===== config.mk =====
export PLATFORM = sky130hd
export DESIGN_NAME = opclass_dispatch
export DESIGN_NICKNAME = d
export VERILOG_FILES = /design/src/rtl/opc_pkg.sv /design/src/rtl/opc_and_plane.sv /design/src/rtl/opc_or_plane.sv /design/src/rtl/opc_dispatch_fsm.sv /design/src/rtl/opclass_dispatch.sv
export SDC_FILE = /design/constraint.sdc
export NUM_CORES = 1
export LEC_CHECK = 0
export BUFFER_PORTS_ARGS = -buffer_cell sky130_fd_sc_hd__buf_2
export CORE_MARGIN = 1.5
export CORE_UTILIZATION = 38
export CTS_BUF_LIST = sky130_fd_sc_hd__clkbuf_16
export DETAILED_ROUTE_END_ITERATION = 8
export GPL_ROUTABILITY_DRIVEN = 0
export PLACE_DENSITY = 0.63
export SLEW_MARGIN = 0
export SYNTH_ARGS = -nofsm -noshare
export SYNTH_HDL_FRONTEND = slang
export SYNTH_HIERARCHICAL = 1
export SYNTH_SLANG_ARGS = --single-unit

===== constraint.sdc =====
create_clock -name clk -period 3.3 [get_ports clk]
set_clock_uncertainty 0.05 [all_clocks]
set_input_delay 0.495 -clock clk [delete_from_list [all_inputs] [get_ports clk]]
set_output_delay 0.495 -clock clk [all_outputs]
set_load 0.05 [all_outputs]

===== src/rtl/opc_pkg.sv =====
`timescale 1ns/1ps
package opc_pkg;
  localparam int OP_W = 8;
  localparam int IN_W = OP_W + 1;
  localparam int NL   = 15;
  localparam int NT   = 22;
  localparam int UA_W = OP_W + 1;

  // control line positions
  localparam int LN_HARD   = 0;
  localparam int LN_WIDTH  = 1;
  localparam int LN_MODRM  = 2;
  localparam int LN_DIR    = 3;
  localparam int LN_IMM    = 4;
  localparam int LN_REGLO  = 5;
  localparam int LN_ACC    = 6;
  localparam int LN_ALU    = 7;
  localparam int LN_SEG    = 8;
  localparam int LN_BRANCH = 9;
  localparam int LN_STRING = 10;
  localparam int LN_PREFIX = 11;
  localparam int LN_HALT   = 12;
  localparam int LN_IRQ    = 13;
  localparam int LN_WIDE3  = 14;

  localparam logic [NL-1:0] F_HARD   = NL'(1) << LN_HARD;
  localparam logic [NL-1:0] F_WIDTH  = NL'(1) << LN_WIDTH;
  localparam logic [NL-1:0] F_MODRM  = NL'(1) << LN_MODRM;
  localparam logic [NL-1:0] F_DIR    = NL'(1) << LN_DIR;
  localparam logic [NL-1:0] F_IMM    = NL'(1) << LN_IMM;
  localparam logic [NL-1:0] F_REGLO  = NL'(1) << LN_REGLO;
  localparam logic [NL-1:0] F_ACC    = NL'(1) << LN_ACC;
  localparam logic [NL-1:0] F_ALU    = NL'(1) << LN_ALU;
  localparam logic [NL-1:0] F_SEG    = NL'(1) << LN_SEG;
  localparam logic [NL-1:0] F_BRANCH = NL'(1) << LN_BRANCH;
  localparam logic [NL-1:0] F_STRING = NL'(1) << LN_STRING;
  localparam logic [NL-1:0] F_PREFIX = NL'(1) << LN_PREFIX;
  localparam logic [NL-1:0] F_HALT   = NL'(1) << LN_HALT;
  localparam logic [NL-1:0] F_IRQ    = NL'(1) << LN_IRQ;
  localparam logic [NL-1:0] F_WIDE3  = NL'(1) << LN_WIDE3;

  // one product term: input bits under care must equal want
  typedef struct packed {
    logic [IN_W-1:0] care;
    logic [IN_W-1:0] want;
    logic [NL-1:0]   lines;
  } pterm_t;

  // input layout {irq, opcode}; every opcode term cares about irq == 0,
  // so a pending interrupt leaves only the last term matching
  localparam pterm_t [NT-1:0] TERM_TABLE = '{
    '{9'b1_1100_0100, 9'b0_0000_0000, F_ALU | F_MODRM | F_WIDTH | F_DIR},
    '{9'b1_1100_0110, 9'b0_0000_0100, F_ALU | F_WIDTH | F_ACC | F_IMM},
    '{9'b1_1100_0110, 9'b0_0000_0110, F_SEG},
    '{9'b1_1110_0000, 9'b0_0100_0000, F_REGLO},
    '{9'b1_1111_0000, 9'b0_0100_0000, F_ALU},
    '{9'b1_1110_0000, 9'b0_0110_0000, F_BRANCH | F_IMM},
    '{9'b1_1111_0000, 9'b0_1000_0000, F_MODRM | F_WIDTH | F_DIR},
    '{9'b1_1111_1000, 9'b0_1001_0000, F_REGLO | F_ACC},
    '{9'b1_1111_1000, 9'b0_1001_1000, F_HARD},
    '{9'b1_1111_0000, 9'b0_1010_0000, F_STRING | F_WIDTH},
    '{9'b1_1111_0000, 9'b0_1011_0000, F_REGLO | F_IMM | F_WIDE3},
    '{9'b1_1111_0000, 9'b0_1100_0000, F_BRANCH},
    '{9'b1_1111_0000, 9'b0_1101_0000, F_ALU | F_MODRM | F_WIDTH},
    '{9'b1_1111_0000, 9'b0_1110_0000, F_BRANCH},
    '{9'b1_1111_1100, 9'b0_1111_0000, F_PREFIX | F_HARD},
    '{9'b1_1111_1111, 9'b0_1111_0100, F_HALT},
    '{9'b1_1111_1111, 9'b0_1111_0101, F_HARD},
    '{9'b1_1111_1110, 9'b0_1111_0110, F_ALU | F_MODRM | F_WIDTH},
    '{9'b1_1111_1100, 9'b0_1111_1000, F_HARD},
    '{9'b1_1111_1110, 9'b0_1111_1100, F_HARD},
    '{9'b1_1111_1110, 9'b0_1111_1110, F_MODRM | F_WIDTH},
    '{9'b1_0000_0000, 9'b1_0000_0000, F_IRQ}
  };

  typedef enum logic [2:0] {
    ST_IDLE,
    ST_CLASSIFY,
    ST_ADDR_SUB,
    ST_MICRO_START,
    ST_HW_EXEC
  } disp_state_e;

  function automatic logic term_hit(logic [IN_W-1:0] in_v,
                                    logic [IN_W-1:0] care,
                                    logic [IN_W-1:0] want);
    return (in_v & care) == want;
  endfunction

  function automatic logic [UA_W-1:0] micro_entry(logic irq,
                                                  logic [OP_W-1:0] op,
                                                  logic [UA_W-1:0] irq_addr);
    return irq ? irq_addr : {1'b0, op};
  endfunction
endpackage


===== src/rtl/opc_and_plane.sv =====
`timescale 1ns/1ps
module opc_and_plane
  import opc_pkg::*;
#(
  parameter pterm_t [NT-1:0] TABLE = TERM_TABLE
) (
  input  logic [IN_W-1:0] in_i,
  output logic [NT-1:0]   hit_o
);
  for (genvar t = 0; t < NT; t++) begin : g_term
    assign hit_o[t] = term_hit(in_i, TABLE[t].care, TABLE[t].want);
  end
endmodule


===== src/rtl/opc_or_plane.sv =====
`timescale 1ns/1ps
module opc_or_plane
  import opc_pkg::*;
#(
  parameter pterm_t [NT-1:0] TABLE = TERM_TABLE
) (
  input  logic [NT-1:0] hit_i,
  output logic [NL-1:0] lines_o
);
  // which terms feed a given output line
  function automatic logic [NT-1:0] column(int l);
    logic [NT-1:0] c;
    for (int t = 0; t < NT; t++) c[t] = TABLE[t].lines[l];
    return c;
  endfunction

  for (genvar l = 0; l < NL; l++) begin : g_line
    localparam logic [NT-1:0] COL = column(l);
    assign lines_o[l] = |(hit_i & COL);
  end
endmodule


===== src/rtl/opc_dispatch_fsm.sv =====
`timescale 1ns/1ps
module opc_dispatch_fsm
  import opc_pkg::*;
#(
  parameter logic [UA_W-1:0] IRQ_UADDR = 9'h100
) (
  input  logic            clk,
  input  logic            rst_n,
  input  logic            op_valid,
  output logic            op_ready,
  input  logic [OP_W-1:0] op_byte,
  input  logic            irq_req,
  output logic [IN_W-1:0] cls_in,
  input  logic [NL-1:0]   cls_lines,
  output logic            asub_req,
  input  logic            asub_done,
  output logic            uc_start,
  output logic [UA_W-1:0] uc_addr,
  output logic            hw_fire,
  output logic [OP_W-1:0] hw_op,
  output logic [NL-1:0]   ctl_lines,
  output logic            ev_accept,
  output logic            ev_route_hw,
  output logic            ev_route_sub
);
  disp_state_e     state, state_n;
  logic [OP_W-1:0] op_q;
  logic            irq_q;
  logic [NL-1:0]   lines_q;

  assign ev_accept    = op_valid && (state == ST_IDLE);
  assign ev_route_hw  = (state == ST_CLASSIFY) && cls_lines[LN_HARD];
  assign ev_route_sub = (state == ST_CLASSIFY) && !cls_lines[LN_HARD]
                        && cls_lines[LN_MODRM] && !cls_lines[LN_IRQ];

  always_comb begin
    state_n = state;
    case (state)
      ST_IDLE:        if (op_valid) state_n = ST_CLASSIFY;
      ST_CLASSIFY: begin
        if (ev_route_hw)       state_n = ST_HW_EXEC;
        else if (ev_route_sub) state_n = ST_ADDR_SUB;
        else                   state_n = ST_MICRO_START;
      end
      ST_ADDR_SUB:    if (asub_done) state_n = ST_MICRO_START;
      ST_MICRO_START: state_n = ST_IDLE;
      ST_HW_EXEC:     state_n = ST_IDLE;
      default:        state_n = ST_IDLE;
    endcase
  end

  always_ff @(posedge clk or negedge rst_n) begin
    if (!rst_n) begin
      state   <= ST_IDLE;
      op_q    <= '0;
      irq_q   <= 1'b0;
      lines_q <= '0;
    end else begin
      state <= state_n;
      if (ev_accept) begin
        op_q  <= op_byte;
        irq_q <= irq_req;
      end
      if (state == ST_CLASSIFY) lines_q <= cls_lines;
    end
  end

  assign cls_in    = {irq_q, op_q};
  assign op_ready  = (state == ST_IDLE);
  assign asub_req  = (state == ST_ADDR_SUB);
  assign uc_start  = (state == ST_MICRO_START);
  assign hw_fire   = (state == ST_HW_EXEC);
  assign uc_addr   = micro_entry(irq_q, op_q, IRQ_UADDR);
  assign hw_op     = op_q;
  assign ctl_lines = lines_q;
endmodule


===== src/rtl/opclass_dispatch.sv =====
`timescale 1ns/1ps
module opclass_dispatch
  import opc_pkg::*;
#(
  parameter pterm_t [NT-1:0]  TABLE     = TERM_TABLE,
  parameter logic [UA_W-1:0]  IRQ_UADDR = 9'h100
) (
  input  logic            clk,
  input  logic            rst_n,
  input  logic            op_valid,
  output logic            op_ready,
  input  logic [OP_W-1:0] op_byte,
  input  logic            irq_req,
  output logic            asub_req,
  input  logic            asub_done,
  output logic            uc_start,
  output logic [UA_W-1:0] uc_addr,
  output logic            hw_fire,
  output logic [OP_W-1:0] hw_op,
  output logic [NL-1:0]   ctl_lines
);
  // named internal events for the checker
  logic [IN_W-1:0] cls_in;
  logic [NT-1:0]   term_hits;
  logic [NL-1:0]   cls_lines;
  logic [OP_W-1:0] held_op;
  logic            held_irq;
  logic            ev_accept, ev_route_hw, ev_route_sub;

  assign held_op  = cls_in[OP_W-1:0];
  assign held_irq = cls_in[IN_W-1];

  opc_and_plane #(.TABLE(TABLE)) u_and (
    .in_i  (cls_in),
    .hit_o (term_hits)
  );

  opc_or_plane #(.TABLE(TABLE)) u_or (
    .hit_i   (term_hits),
    .lines_o (cls_lines)
  );

  opc_dispatch_fsm #(.IRQ_UADDR(IRQ_UADDR)) u_fsm (
    .clk          (clk),
    .rst_n        (rst_n),
    .op_valid     (op_valid),
    .op_ready     (op_ready),
    .op_byte      (op_byte),
    .irq_req      (irq_req),
    .cls_in       (cls_in),
    .cls_lines    (cls_lines),
    .asub_req     (asub_req),
    .asub_done    (asub_done),
    .uc_start     (uc_start),
    .uc_addr      (uc_addr),
    .hw_fire      (hw_fire),
    .hw_op        (hw_op),
    .ctl_lines    (ctl_lines),
    .ev_accept    (ev_accept),
    .ev_route_hw  (ev_route_hw),
    .ev_route_sub (ev_route_sub)
  );
endmodule


Word-level counts from Yosys, hierarchy flattened --
Index checks and enable logic that the tools add are counted.
Cells by class: reduce and logical (&&, ||, !) cells 19, equality and inequality tests 26, muxes and demuxes 6, divide/modulo/power cells 0, shift-type cells 0, magnitude comparators 0, bitwise operators 0, $mul 0, add/sub/neg operators 0
Operator list (count):
- == test 5 x 4 -> 1 bit, second input constant | 6
- == test 8 x 7 -> 1 bit, second input constant | 3
- == test 9 x 8 -> 1 bit, second input constant | 2
- OR reduction 5 bit | 3
- == test 7 x 6 -> 1 bit, second input constant | 2
- == test 6 x 5 -> 1 bit, second input constant | 2
- == test 5 x 2 -> 1 bit, second input constant | 2
- logical NOT 9 bit | 1
- two-way mux 3 bit | 3
- two-way mux 9 bit | 1
- one-hot mux 3 bit (3 select lines) | 1
- OR reduction 3 bit | 3
- == test 4 x 2 -> 1 bit, second input constant | 2
- OR reduction 7 bit | 1
- == test 3 x 2 -> 1 bit, second input constant | 2
- == test 5 x 3 -> 1 bit, second input constant | 1
- logical AND 1 bit | 5
- OR reduction 2 bit | 2
- == test 3 x 1 -> 1 bit, second input constant | 1
- == test 3 bit, second input constant | 1
- logical NOT 3 bit | 1
- logical NOT 1 bit | 2
- inequality test 2 x 1 -> 1 bit, second input constant | 1
- inequality test 2 bit, second input constant | 1
- other kinds (2) | 2
Storage, ports and cells: word-level logic and storage cells 55, bits in latches 0, output and inout bits 36, register bits after elaboration 27, memory bits (read-only) 0, memories 0, memory bits (writable) 0

Longest topological paths before layout --
word-level depth 9, depth in mapped cells 8

Cells and area by module --
Netlist, hierarchy kept.
By module, submodules not included:
- opc_dispatch_fsm | seq. area each 675.6 um2, cells an instance 87, area an instance 1262.5 um2, times used 1
- opc_and_plane | seq. area each 0.0 um2, cells an instance 36, area an instance 232.7 um2, times used 1
- opc_or_plane | seq. area each 0.0 um2, cells an instance 20, area an instance 122.6 um2, times used 1

Worst setup path before layout --
OpenSTA, ideal clock, no wires.
kind register -> register, from reg u_fsm.irq_q, to reg u_fsm.lines_q[1] (netlist: u_fsm/ctl_lines[1]), period minus slack after synthesis 2.332 ns, required time 3.125 ns, path slack 0.968 ns, stages on the path, launching flop included 8, buffers on the path 2, arrival 2.156 ns, cell sequence dfrtp_1 > buf_4 > buf_6 > nand4bb_1 > nor2_1 > or4_1 > or4_1 > mux2_4
On the way: word-level cells in the longest chain between the ends 2, elaborated cells on any way between the ends 8, classes of those cells 6 x eq/ne; 2 x reduce/logical
Ends and longest elaborated chain:
- start: declaration | line opc_dispatch_fsm.sv:28 | logic irq_q;
- start signal: assignment | line opc_dispatch_fsm.sv:62 | irq_q <= irq_req;
- == test 8 x 7 -> 1 bit | line opc_pkg.sv:87 | return (in_v & care) == want;
- via term_hits[4] | line opclass_dispatch.sv:24 | logic [NT-1:0] term_hits;
- OR reduction 7 bit | line opc_or_plane.sv:19 | assign lines_o[l] = |(hit_i & COL);
- via cls_lines[1] | line opclass_dispatch.sv:25 | logic [NL-1:0] cls_lines;
- end signal: assignment | line opc_dispatch_fsm.sv:64 | if (state == ST_CLASSIFY) lines_q <= cls_lines;
- end: declaration | line opc_dispatch_fsm.sv:29 | logic [NL-1:0] lines_q;
The timed path passes the listed nets, and every way through them passes these cells. A chain may end at the register's enable or synchronous reset.

Final worst setup path --
Ends and elaborated chain as after synthesis.

==> results.md <==
| Item | Reported | Unit |
|:---|:---|:---|
| Kind of start point of the critical path | flip-flop | - |
| RSZ-0062 raised after global routing | no | - |
| Hold buffer count at CTS | 0 | - |
| Achievable Freq | 390 | MHz |
| Maximum number of pins on one net before global-route repair | 28 | - |
| Final cycle utilization of the critical path | 0.777 | - |
| Top-level port count | 49 | - |
| Total detailed-routing wirelength | 3190 | um |
| Required time reported for the critical path endpoint | 3.39 | ns |
| Nets@finish | 184 | - |
| Iteration-0 DRC Markers | 52 | - |
| Core area | 0.00403 | mm^2 |
| Via density per instance | 5.06 | - |
| Average routed wire per standard cell | 14.5 | um |
| Synthesized area | 0.00161 | mm^2 |
| Number of instances resized during post-cts repair | 0 | - |
| CTS HTree Levels | 1 | - |
| Number of antenna violations at the first check in global routing | 0 | - |
| Count of final hold-check violations | 0 | - |
| Max Cap Violations | 0 | - |
| Register area | 676 | um^2 |
| Status | finished clean | - |
| Fraction of final layout cells with drive strength greater than 1 | 0.512 | - |
| Area taken by multi-input logic gates | 751 | um^2 |
| Synthesized instance count | 141 | - |
| Area growth from synthesis to final layout | 13.0 | % |
| Total setup violations reported at the end of the flow | 0 | - |
| Reg-to-reg startpoint | u_fsm/irq_q | - |
| Die Width | 68.0 | um |
| Hpwl dp | 2390 | um |
| Die Ht | 68.0 | um |
| Transition time of the tightest slew-check pin | 0.992 | ns |
| Count of yosys warnings during synthesis | 6 | - |
| Clock buffers created by TritonCTS | 3 | - |
| Number of buffers on the longest clock path | 2 | - |
| Number of clock sinks seen by CTS | 27 | - |
| Cell count of the worst reg-to-reg path | 5 | - |
| Clock tree from TritonCTS | done | - |
| Filler instances | 396 | - |
| Synthesized Nets | 154 | - |
| Effective utilization at floorplan | 0.399 | - |
| Worst-case register-to-register setup slack | 0.74 | ns |
| Wire length of the first global-routing pass | 5150 | um |
| Final Max Slew Viols | 0 | - |
| Mapped Avg Cell Area | 11.4 | um^2 |
| Kind of capture point of the worst setup path | flip-flop | - |
| Via total after detailed routing | 1,113 | - |
| Number of search-and-repair iterations in the first detailed-routing pass | 4 | - |
| Via count of the first global-routing pass | 1,041 | - |
| Clock root buffer | clkbuf_16 | - |
| Worst min path class | input port to asynchronous set/reset pin | - |
| Number of DRC violations after detailed routing | 0 | - |
| Ant. Diodes | 0 | - |
| Sum of negative setup slack | 0 | ns |
| Slew Limit Headroom | 0.337 | - |
| Final critical delay including setup and external delays | 2.56 | ns |
| Remaining Overflow, GRT | 0 | - |
| Clock-pin transition on the worst setup and hold timing paths | 0.07 | ns |
| Die Area | 0.00463 | mm^2 |
| All-layer global routing usage | 0.147 | - |
| Signal arrival time at the worst endpoint | 2.66 | ns |
| Number of buffer cells added on primary ports | 48 | - |
| Setup Crit Path Kind | flip-flop to flip-flop | - |
| Number of nets with antenna violations after routing | 0 | - |
| Maximum fanout encountered on the critical timing path | 21 | - |
| Reg-to-reg critical path endpoint | u_fsm/ctl_lines[1] | - |
| Clock latency at the later pin of the worst-skew pair | 0.26 | ns |
| Number of buffers inserted by post-CTS setup repair | 0 | - |
| Floorplan row count | 23 | - |
==> flip-flops by register name, indices dropped and copies added, names as in the netlist <==
signal and flops:
u_fsm/hw_op 8, u_fsm/irq_q 1, u_fsm/state 3, u_fsm/ctl_lines 15
==> placed cells by master, fill, tap and decap left out, drive strengths merged <==
cell,n
nand2b,1
nor4b,3
or3,4
o21bai,1
inv,3
nor2,11
dfrtp,27
nand4,1
nor3b,3
mux2,24
clkbuf,3
nor2b,9
or3b,2
nand4b,2
nor3,12
buf,48
nand4bb,1
or4,2
and3b,1
or2,4
mux2i,1
nand2,5
o32ai,1
nor4,1
==> layout make-up <==
class                   instances  area share
multi-input cells              89       0.414
flip-flops and latches         27       0.372
repair buffers                 48       0.132
clock buffers                   3      0.0414
well taps                      50      0.0345
inverters                       2     0.00414
clock inverters                 1     0.00207
==> critical path: stages, from the launching register on <==
cell,delay [ns]
dfrtp_1,0.75
nand4bb_1,0.33
nor2_1,0.10
or4_1,0.53
or4_1,0.41
mux2_4,0.28
==> how the worst max path moves through the flow <==
stage	from	end	slack, ns
final	u_fsm/irq_q	u_fsm/ctl_lines[1]	0.74
after global routing	u_fsm/irq_q	u_fsm/ctl_lines[1]	0.63
after CTS	u_fsm/irq_q	u_fsm/ctl_lines[1]	0.74
after detailed placement	u_fsm/irq_q	u_fsm/ctl_lines[1]	0.75
after global placement	u_fsm/irq_q	u_fsm/ctl_lines[1]	0.87
after floorplan	u_fsm/irq_q	u_fsm/ctl_lines[1]	0.97
==> layer usage <==
metal  wire (um)  global-route usage  vias to the layer above
met1        1470               0.210                      524
met5           0                   0                        -
met4          35              0.0500                        0
met3         201              0.0263                        4
met2        1490               0.225                       53
li1            -                   -                      532
==> per-stage QoR <==
| step | instances | setup WS (ns) | hold WS (ns) | util | instance area, um^2 |
|---|---|---|---|---|---|
| 6_report | 220 | 0.736 | 0.182 | 0.451 | 1820 |
| 5_1_grt | 220 | 0.632 | 0.242 | 0.451 | 1820 |
| 4_1_cts | 220 | 0.745 | 0.204 | 0.451 | 1820 |
| 3_5_place_dp | 216 | 0.752 | 0.443 | 0.431 | 1740 |
| 3_3_place_gp | 216 | 0.870 | 0.443 | 0.431 | 1740 |
| 2_1_floorplan | 141 | 0.968 | 0.149 | - | 1610 |
Power is left out: the tool's default activity adds up to more than one toggle a clock period on the data nets, which glitch-free logic cannot reach.
